$ cat config.mk
export PLATFORM = sky130hd
export DESIGN_NAME = spi_mem_frontend
export DESIGN_NICKNAME = d
export VERILOG_FILES = /design/src/rtl/spi_fe_pkg.sv /design/src/rtl/spi_fe_sync.sv /design/src/rtl/spi_fe_shift.sv /design/src/rtl/spi_fe_prot.sv /design/src/rtl/spi_mem_frontend.sv
export SDC_FILE = /design/constraint.sdc
export NUM_CORES = 1
export LEC_CHECK = 0
export ABC_CLOCK_PERIOD_IN_PS = 3940
export BUFFER_PORTS_ARGS = -buffer_cell sky130_fd_sc_hd__clkbuf_2
export CAP_MARGIN = 20
export CORE_AREA = 5 5 67 63
export CTS_CLUSTER_SIZE = 8
export DETAILED_ROUTE_END_ITERATION = 7
export DIE_AREA = 0 0 72 68
export PLACE_DENSITY = 0.78
export SLEW_MARGIN = 25
export SYNTH_ARGS = -nofsm -noshare
export SYNTH_HDL_FRONTEND = slang
export SYNTH_SLANG_ARGS = --single-unit
$ cat constraint.sdc
create_clock -name clk_i -period 3.94 [get_ports clk_i]
set_clock_uncertainty 0.2 [all_clocks]
set_input_delay 0.591 -clock clk_i [delete_from_list [all_inputs] [get_ports clk_i]]
set_output_delay 0.591 -clock clk_i [all_outputs]
set_load 0.005 [all_outputs]
$ cat src/rtl/spi_fe_pkg.sv
package spi_fe_pkg;

   // Frame tracker states
   typedef enum logic [1:0] {
      FR_UNARMED = 2'd0,   // no genuine select fall seen since reset
      FR_IDLE    = 2'd1,   // armed, deselected
      FR_LIVE    = 2'd2,   // selected, shifting
      FR_PAUSED  = 2'd3    // selected, pause input active
   } frame_state_e;

   // Bit positions inside the synchronizer bundle
   localparam int unsigned PIN_CS   = 0;
   localparam int unsigned PIN_SCK  = 1;
   localparam int unsigned PIN_DIN  = 2;
   localparam int unsigned PIN_HLD  = 3;
   localparam int unsigned PIN_WP   = 4;
   localparam int unsigned PIN_CNT  = 5;

endpackage

$ cat src/rtl/spi_fe_sync.sv
module spi_fe_sync #(
   parameter int unsigned         WIDTH   = 5,
   parameter int unsigned         STAGES  = 2,
   parameter logic [WIDTH-1:0]    RST_VAL = '0
) (
   input  logic             clk_i,
   input  logic             rst_ni,
   input  logic [WIDTH-1:0] async_i,
   output logic [WIDTH-1:0] sync_o
);

   generate
      if (STAGES < 2) begin : g_bad_stages
         $error("spi_fe_sync: STAGES must be at least 2");
      end
      if (WIDTH < 1) begin : g_bad_width
         $error("spi_fe_sync: WIDTH must be at least 1");
      end
   endgenerate

   logic [WIDTH-1:0] stage_q [STAGES];

   always_ff @(posedge clk_i or negedge rst_ni) begin
      if (!rst_ni) stage_q[0] <= RST_VAL;
      else         stage_q[0] <= async_i;
   end

   generate
      for (genvar s = 1; s < STAGES; s++) begin : g_stage
         always_ff @(posedge clk_i or negedge rst_ni) begin
            if (!rst_ni) stage_q[s] <= RST_VAL;
            else         stage_q[s] <= stage_q[s-1];
         end
      end
   endgenerate

   assign sync_o = stage_q[STAGES-1];

endmodule

$ cat src/rtl/spi_fe_shift.sv
module spi_fe_shift
   import spi_fe_pkg::*;
#(
   parameter int unsigned DATA_W = 8
) (
   input  logic              clk_i,
   input  logic              rst_ni,
   input  logic              cs_n_i,
   input  logic              sck_i,
   input  logic              din_i,
   input  logic              hold_n_i,
   input  logic [DATA_W-1:0] tx_byte_i,
   output logic [DATA_W-1:0] rx_byte_o,
   output logic              rx_valid_o,
   output logic              rx_first_o,
   output logic              tx_req_o,
   output logic              dout_o,
   output logic              dout_oe_o
);

   localparam int unsigned CNT_W   = $clog2(DATA_W);
   localparam int unsigned LAST_AT = DATA_W - 1;
   localparam int unsigned REQ_AT  = DATA_W - 2;

   generate
      if (DATA_W < 4) begin : g_bad_width
         $error("spi_fe_shift: DATA_W must be at least 4");
      end
   endgenerate

   frame_state_e      state_q, state_d;
   logic              sck_q, cs_q;
   logic              sck_rise, sck_fall, cs_fall;
   logic [CNT_W-1:0]  bit_cnt_q;
   logic [DATA_W-1:0] rx_sh_q, tx_sh_q;
   logic              first_q, byte_done_q;
   logic              live, framed;

   // Edge detection in the system clock domain
   always_ff @(posedge clk_i or negedge rst_ni) begin
      if (!rst_ni) begin
         sck_q <= 1'b0;
         cs_q  <= 1'b0;
      end else begin
         sck_q <= sck_i;
         cs_q  <= cs_n_i;
      end
   end

   assign sck_rise = sck_i & ~sck_q;
   assign sck_fall = ~sck_i & sck_q;
   assign cs_fall  = ~cs_n_i & cs_q;

   // Frame tracker
   always_comb begin
      state_d = state_q;
      unique case (state_q)
         FR_UNARMED: if (cs_fall)   state_d = FR_LIVE;
         FR_IDLE:    if (!cs_n_i)   state_d = FR_LIVE;
         FR_LIVE: begin
            if (cs_n_i)             state_d = FR_IDLE;
            else if (!hold_n_i)     state_d = FR_PAUSED;
         end
         FR_PAUSED: begin
            if (cs_n_i)             state_d = FR_IDLE;
            else if (hold_n_i)      state_d = FR_LIVE;
         end
         default:                   state_d = FR_UNARMED;
      endcase
   end

   always_ff @(posedge clk_i or negedge rst_ni) begin
      if (!rst_ni) state_q <= FR_UNARMED;
      else         state_q <= state_d;
   end

   assign live   = (state_q == FR_LIVE);
   assign framed = (state_q == FR_LIVE) || (state_q == FR_PAUSED);

   // Receive path, bit counter and frame bookkeeping
   always_ff @(posedge clk_i or negedge rst_ni) begin
      if (!rst_ni) begin
         bit_cnt_q   <= '0;
         rx_sh_q     <= '0;
         rx_byte_o   <= '0;
         rx_valid_o  <= 1'b0;
         rx_first_o  <= 1'b0;
         tx_req_o    <= 1'b0;
         first_q     <= 1'b1;
         byte_done_q <= 1'b0;
         tx_sh_q     <= '0;
      end else begin
         rx_valid_o <= 1'b0;
         tx_req_o   <= 1'b0;
         if (!framed) begin
            bit_cnt_q   <= '0;
            first_q     <= 1'b1;
            byte_done_q <= 1'b0;
            tx_sh_q     <= '0;
         end else if (live) begin
            if (sck_rise) begin
               rx_sh_q <= {rx_sh_q[DATA_W-2:0], din_i};
               if (bit_cnt_q == CNT_W'(REQ_AT)) tx_req_o <= 1'b1;
               if (bit_cnt_q == CNT_W'(LAST_AT)) begin
                  bit_cnt_q   <= '0;
                  rx_byte_o   <= {rx_sh_q[DATA_W-2:0], din_i};
                  rx_valid_o  <= 1'b1;
                  rx_first_o  <= first_q;
                  first_q     <= 1'b0;
                  byte_done_q <= 1'b1;
               end else begin
                  bit_cnt_q <= bit_cnt_q + 1'b1;
               end
            end
            if (sck_fall) begin
               if (byte_done_q) begin
                  tx_sh_q     <= tx_byte_i;
                  byte_done_q <= 1'b0;
               end else if (bit_cnt_q != '0) begin
                  tx_sh_q <= {tx_sh_q[DATA_W-2:0], 1'b0};
               end
            end
         end
      end
   end

   assign dout_o    = tx_sh_q[DATA_W-1];
   assign dout_oe_o = live;

   // the byte strobe lasts one cycle
   assert_rx_pulse_R1: assert property (@(posedge clk_i) disable iff (!rst_ni)
      rx_valid_o |=> !rx_valid_o);

   // the transmit request lasts one cycle
   assert_tx_req_pulse_R8: assert property (@(posedge clk_i) disable iff (!rst_ni)
      tx_req_o |=> !tx_req_o);

   // nothing is received before arming
   assert_no_rx_unarmed_R4: assert property (@(posedge clk_i) disable iff (!rst_ni)
      (state_q == FR_UNARMED) |=> !rx_valid_o);

   // a pause freezes counter and both shifters
   assert_hold_freeze_R6: assert property (@(posedge clk_i) disable iff (!rst_ni)
      (state_q == FR_PAUSED) |=> ($stable(bit_cnt_q) && $stable(tx_sh_q) && $stable(rx_sh_q)));

   // deselect returns the counter to the start of a byte
   assert_cs_high_reset_R3: assert property (@(posedge clk_i) disable iff (!rst_ni)
      (framed && cs_n_i) |=> ##1 (bit_cnt_q == '0));

   // no drive while deselected
   assert_no_drive_desel_R3: assert property (@(posedge clk_i) disable iff (!rst_ni)
      (cs_n_i && cs_q) |-> !dout_oe_o);

endmodule

$ cat src/rtl/spi_fe_prot.sv
module spi_fe_prot #(
   parameter int unsigned BP_W = 2
) (
   input  logic            clk_i,
   input  logic            rst_ni,
   input  logic            wp_n_i,
   input  logic            wr_i,
   input  logic [BP_W-1:0] bp_i,
   output logic [BP_W-1:0] bp_o,
   output logic            reject_o
);

   generate
      if (BP_W < 1) begin : g_bad_bp
         $error("spi_fe_prot: BP_W must be at least 1");
      end
   endgenerate

   always_ff @(posedge clk_i or negedge rst_ni) begin
      if (!rst_ni) begin
         bp_o     <= '0;
         reject_o <= 1'b0;
      end else if (wr_i) begin
         if (wp_n_i) bp_o     <= bp_i;
         else        reject_o <= 1'b1;
      end
   end

   // protected writes leave the bits alone and raise the flag
   assert_wp_lock_R9: assert property (@(posedge clk_i) disable iff (!rst_ni)
      (wr_i && !wp_n_i) |=> ($stable(bp_o) && reject_o));

   // the reject flag is sticky
   assert_reject_sticky_R9: assert property (@(posedge clk_i) disable iff (!rst_ni)
      reject_o |=> reject_o);

   // unprotected writes load the new value
   assert_wp_open_R10: assert property (@(posedge clk_i) disable iff (!rst_ni)
      (wr_i && wp_n_i) |=> (bp_o == $past(bp_i)));

endmodule

$ cat src/rtl/spi_mem_frontend.sv
module spi_mem_frontend
   import spi_fe_pkg::*;
#(
   parameter int unsigned DATA_W      = 8,
   parameter int unsigned BP_W        = 2,
   parameter int unsigned SYNC_STAGES = 2
) (
   input  logic              clk_i,
   input  logic              rst_ni,
   input  logic              sclk_i,
   input  logic              csn_i,
   input  logic              mosi_i,
   input  logic              holdn_i,
   input  logic              wpn_i,
   output logic              miso_o,
   output logic              miso_oe_o,
   output logic [DATA_W-1:0] rx_byte_o,
   output logic              rx_valid_o,
   output logic              rx_first_o,
   output logic              tx_req_o,
   input  logic [DATA_W-1:0] tx_byte_i,
   input  logic              sr_wr_i,
   input  logic [BP_W-1:0]   sr_bp_i,
   output logic [BP_W-1:0]   bp_o,
   output logic              wp_reject_o
);

   // Select resets to "low" so a select held low through reset never arms.
   localparam logic [PIN_CNT-1:0] SYNC_RST =
      PIN_CNT'((1 << PIN_HLD) | (1 << PIN_WP));

   logic [PIN_CNT-1:0] pins_raw, pins_s;

   always_comb begin
      pins_raw          = '0;
      pins_raw[PIN_CS]  = csn_i;
      pins_raw[PIN_SCK] = sclk_i;
      pins_raw[PIN_DIN] = mosi_i;
      pins_raw[PIN_HLD] = holdn_i;
      pins_raw[PIN_WP]  = wpn_i;
   end

   spi_fe_sync #(
      .WIDTH   (PIN_CNT),
      .STAGES  (SYNC_STAGES),
      .RST_VAL (SYNC_RST)
   ) u_sync (
      .clk_i   (clk_i),
      .rst_ni  (rst_ni),
      .async_i (pins_raw),
      .sync_o  (pins_s)
   );

   spi_fe_shift #(
      .DATA_W (DATA_W)
   ) u_shift (
      .clk_i      (clk_i),
      .rst_ni     (rst_ni),
      .cs_n_i     (pins_s[PIN_CS]),
      .sck_i      (pins_s[PIN_SCK]),
      .din_i      (pins_s[PIN_DIN]),
      .hold_n_i   (pins_s[PIN_HLD]),
      .tx_byte_i  (tx_byte_i),
      .rx_byte_o  (rx_byte_o),
      .rx_valid_o (rx_valid_o),
      .rx_first_o (rx_first_o),
      .tx_req_o   (tx_req_o),
      .dout_o     (miso_o),
      .dout_oe_o  (miso_oe_o)
   );

   spi_fe_prot #(
      .BP_W (BP_W)
   ) u_prot (
      .clk_i    (clk_i),
      .rst_ni   (rst_ni),
      .wp_n_i   (pins_s[PIN_WP]),
      .wr_i     (sr_wr_i),
      .bp_i     (sr_bp_i),
      .bp_o     (bp_o),
      .reject_o (wp_reject_o)
   );

endmodule

==> results of run 1 <==
## final timing paths
kind | to | cells past startpoint | start
max in group asynchronous | u_shift.tx_sh_q[3]$_DFFE_PN0P_ | 1 | rst_ni
worst min-delay path | u_shift.rx_byte_o[2]$_DFFE_PN0P_ | 1 | rst_ni
min in group clk_i | u_sync.sync_o[1]$_DFF_PN0_ | 0 | u_sync.stage_q[6]$_DFF_PN0_
worst max-delay path | u_shift.rx_byte_o[1]$_DFFE_PN0P_ | 4 | u_shift.state_q[1]$_DFFE_PN0P_
worst max register to register | u_shift.rx_byte_o[1]$_DFFE_PN0P_ | 4 | u_shift.state_q[1]$_DFFE_PN0P_
worst min register to register | u_sync.sync_o[1]$_DFF_PN0_ | 0 | u_sync.stage_q[6]$_DFF_PN0_
## worst max-delay path: stages (launching register included)
cell      delay (ns)
dfrtp_1         0.69
and4bb_1        0.67
nand2_4         0.13
inv_4           0.13
mux2_1          0.34
## stage by stage
step / setup WS (ns) / util [%] / hold slack, ns / cells
3_5_place_dp: 1.673 / 58.74 / 0.1347 / 208
6_report: 1.656 / 61.30 / 0.1403 / 216
2_1_floorplan: 2.091 / - / 0.09541 / 136
5_1_grt: 1.491 / 61.30 / 0.1604 / 216
3_3_place_gp: 1.778 / 58.67 / 0.1348 / 208
4_1_cts: 1.645 / 61.30 / 0.1529 / 216
## layer usage
layer | vias up | track usage [%]
met3 | 2 | 5.286
met1 | 542 | 17.04
met4 | 0 | 6.338
li1 | 536 | -
met5 | - | 0
met2 | 27 | 25.34
## logic make-up (layout without fill, tap and decap cells)
| group | Yosys count | in the layout |
|---|---|---|
| AO/OA/AOI/OAI | 17 | 17 |
| adder cells (fa/ha/maj) | 4 | 4 |
| buffers and inverters | 15 | 49 |
| flip-flops | 48 | 48 |
| multiplexers | 25 | 25 |
| AND/OR/NAND/NOR | 27 | 27 |
## sequential cells by signal, summed over array words and instances (netlist names)
| signal | count |
|---|---|
| u_shift.sck_q | 1 |
| u_shift.rx_byte_o | 8 |
| u_shift.first_q | 1 |
| u_shift.bit_cnt_q | 3 |
| u_shift.cs_q | 1 |
| u_sync.stage_q | 5 |
| u_sync.sync_o | 5 |
| u_shift.rx_sh_q | 7 |
| u_prot.reject_o | 1 |
| u_shift.tx_req_o | 1 |
| u_shift.rx_valid_o | 1 |
| u_prot.bp_o | 2 |
| u_shift.byte_done_q | 1 |
| u_shift.tx_sh_q | 8 |
| u_shift.rx_first_o | 1 |
| u_shift.state_q | 2 |
## cells in the mapped netlist, drive strengths merged (2+ instances only)
| cell type | number | area [sq um] |
|---|---|---|
| nand3 | 7 | 35.03 |
| dfstp | 5 | 131.4 |
| dfrtp | 43 | 1076 |
| buf | 6 | 48.79 |
| o21ai | 5 | 25.02 |
| nor3 | 2 | 10.01 |
| ha | 4 | 50.05 |
| mux2i | 7 | 70.07 |
| mux2 | 18 | 202.7 |
| a21oi | 3 | 15.01 |
| inv | 8 | 32.54 |
| nor2 | 2 | 7.510 |
| o211a | 7 | 70.07 |
| nand2 | 8 | 37.54 |
## placed cells by master, fill, tap and decap left out, drive strengths merged, types with 2 or more instances in the layout
cell and instances:
inv 8, o211a 7, a21oi 3, nand2 8
mux2 18, nand3 7, ha 4, nor3 2
dfstp 5, clkbuf 41, mux2i 7, dfrtp 43
o21ai 5, nor2 2
## report_power, final
group          switching, W  leakage [nW]  internal, W
Combinational     0.0000296         0.518    0.0000302
Sequential        0.0000260         0.615     0.000529
Clock              0.000144        0.0455     0.000143
## final cells by class
cell class	instances	area (sq um)
well taps	46	57.56
flip-flops and latches	48	1207
fillers	289	1363
repair buffers	33	167.7
inverters	8	32.53
clock buffers	8	90.09
multi-input cells	73	603.1
==> results.sh, run 1 <==
export IMPL_wl_per_cell_um=14.30
export IMPL_hp_class="input pin to async pin"
export IMPL_r2r_slack_ns=1.66
export IMPL_drcViolationCount=0
export IMPL_die_h_um=68
export IMPL_grt_overflow=0
export IMPL_synth_ff_type="dfrtp_1"
export IMPL_placed_cell_area_sq_um=2068
export IMPL_leakage_nw=1.179
export IMPL_drt_iter0_drc=55
export IMPL_dp_final_hpwl_mm=2.182
export IMPL_h_tree_depth=2
export IMPL_max_vdd_ir_drop_mv=0.3461
export IMPL_cp_start_kind="flop"
export IMPL_setup_viol=0
export IMPL_syn_instance_count=136
export IMPL_outcome="finished, final reports clean"
export IMPL_period_share_pct=57.96
export IMPL_ant_nets=0
export IMPL_place_gp_congestion=0.7086
export IMPL_antenna_found_initial=0
export IMPL_num_io_pins=34
export IMPL_synth_adder_area_share_pct=2.640
export IMPL_crit_fanout=18
export IMPL_synth_xor_area_share_pct=0
export IMPL_grt_pass1_vias=1184
export IMPL_viasPerCell=5.125
export IMPL_synthSimpleGateAreaFrac_pct=8.251
export IMPL_cp_end_kind="flop"
export IMPL_cts_tree="yes"
export IMPL_top_layer_used="met4"
export IMPL_wirelength_mm=3.089
export IMPL_setup_tns_ns=0
export IMPL_grt_max_degree=49
export IMPL_routed_wl_met3_um=149
export IMPL_fmax_mhz=437.9
export IMPL_synthArstFlopShare_pct=100.0
export IMPL_num_vias=1107
export IMPL_numClockSinks=48
export IMPL_wl_met2_mm=1.634
export IMPL_max_cap_violations=0
export IMPL_synth_net_count=158
export IMPL_met1_length_mm=1.273
export IMPL_first_pass_iters=4
export IMPL_ctsResizeCount=0
export IMPL_die_area_sq_um=4896
export IMPL_drv_slew=0
export IMPL_cp_required_ns=3.91
export IMPL_cts_buffer_depth=2
export IMPL_slew_headroom_pct=58.61
export IMPL_cts_setup_buffers=0
export IMPL_cts_buffers=5
export IMPL_insertion_delay_ns=0.29
export IMPL_port_buffers=33
export IMPL_cts_root_buf="clkbuf_8"
export IMPL_muxShareOfSynthArea_pct=14.39
export IMPL_critical_path_arrival_ns=2.25
export IMPL_yosysWarningCount=0
export IMPL_fp_coreArea_sq_um=3521
export IMPL_rsz0062_at_grt="false"
export IMPL_grt_pass1_wl_mm=5.382
export IMPL_clk_pin_slew_ns=0.08
export IMPL_tightest_slew_ns=0.6209
export IMPL_synth_top_family_by_area="multiplexers"
export IMPL_die_w_um=72
export IMPL_fin_crit_ns=2.284
export IMPL_postCtsHoldBufs=0
export IMPL_initial_core_util_pct=53.84
export IMPL_ys_seq_area_share_pct=63.70
export IMPL_powerDensity_nw_per_um2=417.8
export IMPL_netlist_area_sq_um=1896
export IMPL_postLayoutCellArea_sq_um=2158
export IMPL_synth_edff_count=0
export IMPL_rows=21
export IMPL_finalPower_w=0.0009017
export IMPL_synth_cell_types=30
export IMPL_postSynthAreaPerCell_sq_um=13.94
export IMPL_drive_gt1_share_pct=28.82
export IMPL_diodes=0
export IMPL_hold_viol=0
export IMPL_syn_to_final_growth_pct=13.86
export IMPL_path_class="flop to flop"
export IMPL_synth_compound_area_share_pct=6.535
export IMPL_ys_ff_latch=48
export IMPL_num_nets_final=191
export IMPL_grt_usage_pct=14.83
No activity file was read; power rests on OpenSTA's default activity.
==> run 2: changes to the inputs <==
- ABC_CLOCK_PERIOD_IN_PS: 3940 -> 2200
- CORE_AREA: 5 5 67 63 -> 5 5 69 65
- DIE_AREA: 0 0 72 68 -> 0 0 74 70
- PLACE_DENSITY: 0.78 -> 0.73
- clock period: 3.94 -> 2.2 ns (I/O delays scaled with it)
==> run 2 against run 1 <==
Clock power grew 72%. First-iteration DRC count is 65% lower. Highest routed layer unchanged. Routed wire length increased by 1.5%. Critical path type unchanged. Worst setup slack got worse by 1.4 ns. Cell area grew 4.2%. Final cell count grew 5.1%. Sequential power is 78% higher.
==> results.sh, run 2 (synthesis gave the netlist of run 1 again) <==
export IMPL_wirelength_mm=3.136
export IMPL_port_buffers=33
export IMPL_hold_start="sr_wr_i"
export IMPL_crit_family="simple AND/OR/NAND/NOR gates"
export IMPL_fp_coreArea_sq_um=3652
export IMPL_fin_ws_ns=0.2343
export IMPL_setup_tns_ns=0
export IMPL_final_cell_mix="dfrtp_1 (43), clkbuf_2 (33), mux2_1 (16)"
export IMPL_critPathSlowestCell="or3b_1"
export IMPL_cts_root_buf="clkbuf_8"
export IMPL_cts_buffers=5
export IMPL_drcViolationCount=0
export IMPL_critical_path_arrival_ns=1.94
export IMPL_fin_crit_ns=1.966
export IMPL_crit_fanout=8
export IMPL_critPathBufInv=1
export IMPL_diodes=0
export IMPL_dp_slack_ns=0.2517
export IMPL_rsz0062_at_grt="false"
export IMPL_cts_setup_buffers=0
export IMPL_hp_class="input pin to flop"
export IMPL_final_core_util_pct=61.56
export IMPL_dp_cells=213
export IMPL_path_class="flop to flop"
export IMPL_fmax_mhz=508.7
export IMPL_crit_chain="inv_1 -> ha_1 -> or3b_1 -> and2_1 -> o211a_1"
export IMPL_fin_cells=227
export IMPL_num_vias=1177
export IMPL_die_area_sq_um=5180
export IMPL_grt_pass1_wl_mm=5.568
export IMPL_rows=21
export IMPL_leakage_nw=1.225
export IMPL_numClockSinks=48
export IMPL_slew_headroom_pct=61.89
export IMPL_num_io_pins=34
export IMPL_first_pass_iters=4
export IMPL_max_stage_delay_ns=0.47
export IMPL_drive_gt1_share_pct=30.39
export IMPL_grt_overflow=0
export IMPL_placed_cell_area_sq_um=2103
export IMPL_largest_registers="u_shift.rx_byte_o x8, u_shift.tx_sh_q x8, u_shift.rx_sh_q x7"
export IMPL_die_h_um=70
export IMPL_dp_final_hpwl_mm=2.264
export IMPL_period_share_pct=89.35
export IMPL_grt_max_degree=49
export IMPL_hold_viol=0
export IMPL_tightest_slew_ns=0.5717
export IMPL_ant_nets=0
export IMPL_cp_end_kind="flop"
export IMPL_register_area_sq_um=1207
export IMPL_fillers=291
export IMPL_grt_usage_pct=13.66
export IMPL_cp_start_kind="flop"
export IMPL_initial_core_util_pct=51.90
export IMPL_viasPerCell=5.185
export IMPL_final_common_cell="dfrtp_1"
export IMPL_drv_slew=0
export IMPL_outcome="finished, final reports clean"
export IMPL_cts_buffer_depth=2
export IMPL_grt_pass1_vias=1276
export IMPL_wl_per_cell_um=13.81
export IMPL_antenna_found_initial=0
export IMPL_max_vdd_ir_drop_mv=0.5070
export IMPL_place_gp_congestion=0.8341
export IMPL_drt_iter0_drc=19
export IMPL_setup_viol=0
export IMPL_worstSetupStartpoint="u_shift.bit_cnt_q[0]$_DFFE_PN0P_"
export IMPL_clk_pin_slew_ns=0.08
export IMPL_cp_required_ns=2.18
export IMPL_postLayoutCellArea_sq_um=2248
export IMPL_powerDensity_nw_per_um2=715.4
export IMPL_max_cap_violations=0
export IMPL_cts_tree="yes"
export IMPL_die_w_um=74
export IMPL_timing_rr_start="u_shift.bit_cnt_q[0]$_DFFE_PN0P_"
export IMPL_h_tree_depth=2
export IMPL_multiInputGateArea_sq_um=603.1
export IMPL_syn_to_final_growth_pct=18.61
export IMPL_insertion_delay_ns=0.29
export IMPL_num_nets_final=202
[run 2: changes by cell type in the layout (fill, tap and decap cells not counted)]
| cell | previous run | this run |
|---|---|---|
| buf_4 | 0 | 5 |
| clkbuf_1 | 2 | 1 |
| clkbuf_2 | 32 | 33 |
| clkinv_2 | 0 | 1 |
| dlygate4sd3_1 | 0 | 6 |
| clkbuf_4 | 1 | 0 |
| clkbuf_8 | 6 | 5 |
| clkinvlp_4 | 0 | 1 |
[run 2: stage by stage]
stage,total power [W],hold WS [ns]
after floorplan,0.001063,-0.1656
after global placement,0.001114,0.1336
after detailed placement,0.001126,0.1363
after CTS,0.001625,0.05973
after global routing,0.001680,0.06558
final,0.001609,0.06639
[run 2: layer usage]
| metal | vias up | track usage (%) | share of wire (%) |
|---|---|---|---|
| met4 | 0 | 5.030 | 0.99 |
| met5 | - | 0 | 0 |
| met2 | 25 | 23.82 | 53 |
| li1 | 557 | - | - |
| met1 | 590 | 16.12 | 42 |
| met3 | 5 | 3.013 | 3.7 |
[run 2: area by class of cell]
class / instances / share of cell area (%)
multi-input combinational: 73 / 26.82
timing repair buffer: 44 / 11.69
clock inverter: 2 / 0.5565
clock buffer: 6 / 3.228
inverter: 8 / 1.447
tap: 46 / 2.560
sequential: 48 / 53.70
[run 2: where the power goes]
group | switching (W) | leakage [nW] | internal (W)
Sequential | 0.0000400 | 0.615 | 0.000947
Clock | 0.000273 | 0.0412 | 0.000222
Combinational | 0.0000611 | 0.569 | 0.0000653
Total | 0.000374 | 1.22 | 0.00123
[run 2: final timing paths]
check                                                         to  slack (ns)  cells past startpoint
worst max-delay path              u_shift.tx_sh_q[2]$_DFFE_PN0P_        0.23                      5
worst min-delay path                 u_prot.reject_o$_DFFE_PN0P_        0.07                      2
worst max register to register    u_shift.tx_sh_q[2]$_DFFE_PN0P_        0.23                      5
worst min register to register        u_sync.sync_o[1]$_DFF_PN0_        0.15                      0
max in group asynchronous        u_shift.byte_done_q$_DFFE_PN0P_        0.95                      3
min in group asynchronous       u_shift.rx_byte_o[2]$_DFFE_PN0P_        0.45                      3
[run 2: worst register-to-register path, stage by stage (launching register included)]
cell and delay (ns):
dfrtp_1 0.41, inv_1 0.09, ha_1 0.14, or3b_1 0.47, and2_1 0.30, o211a_1 0.25
[run 2: timing repair]
item	in CTS	in global routing
gates resized for setup	0	0
hold buffers	6	0
hold endpoints to repair	48	0
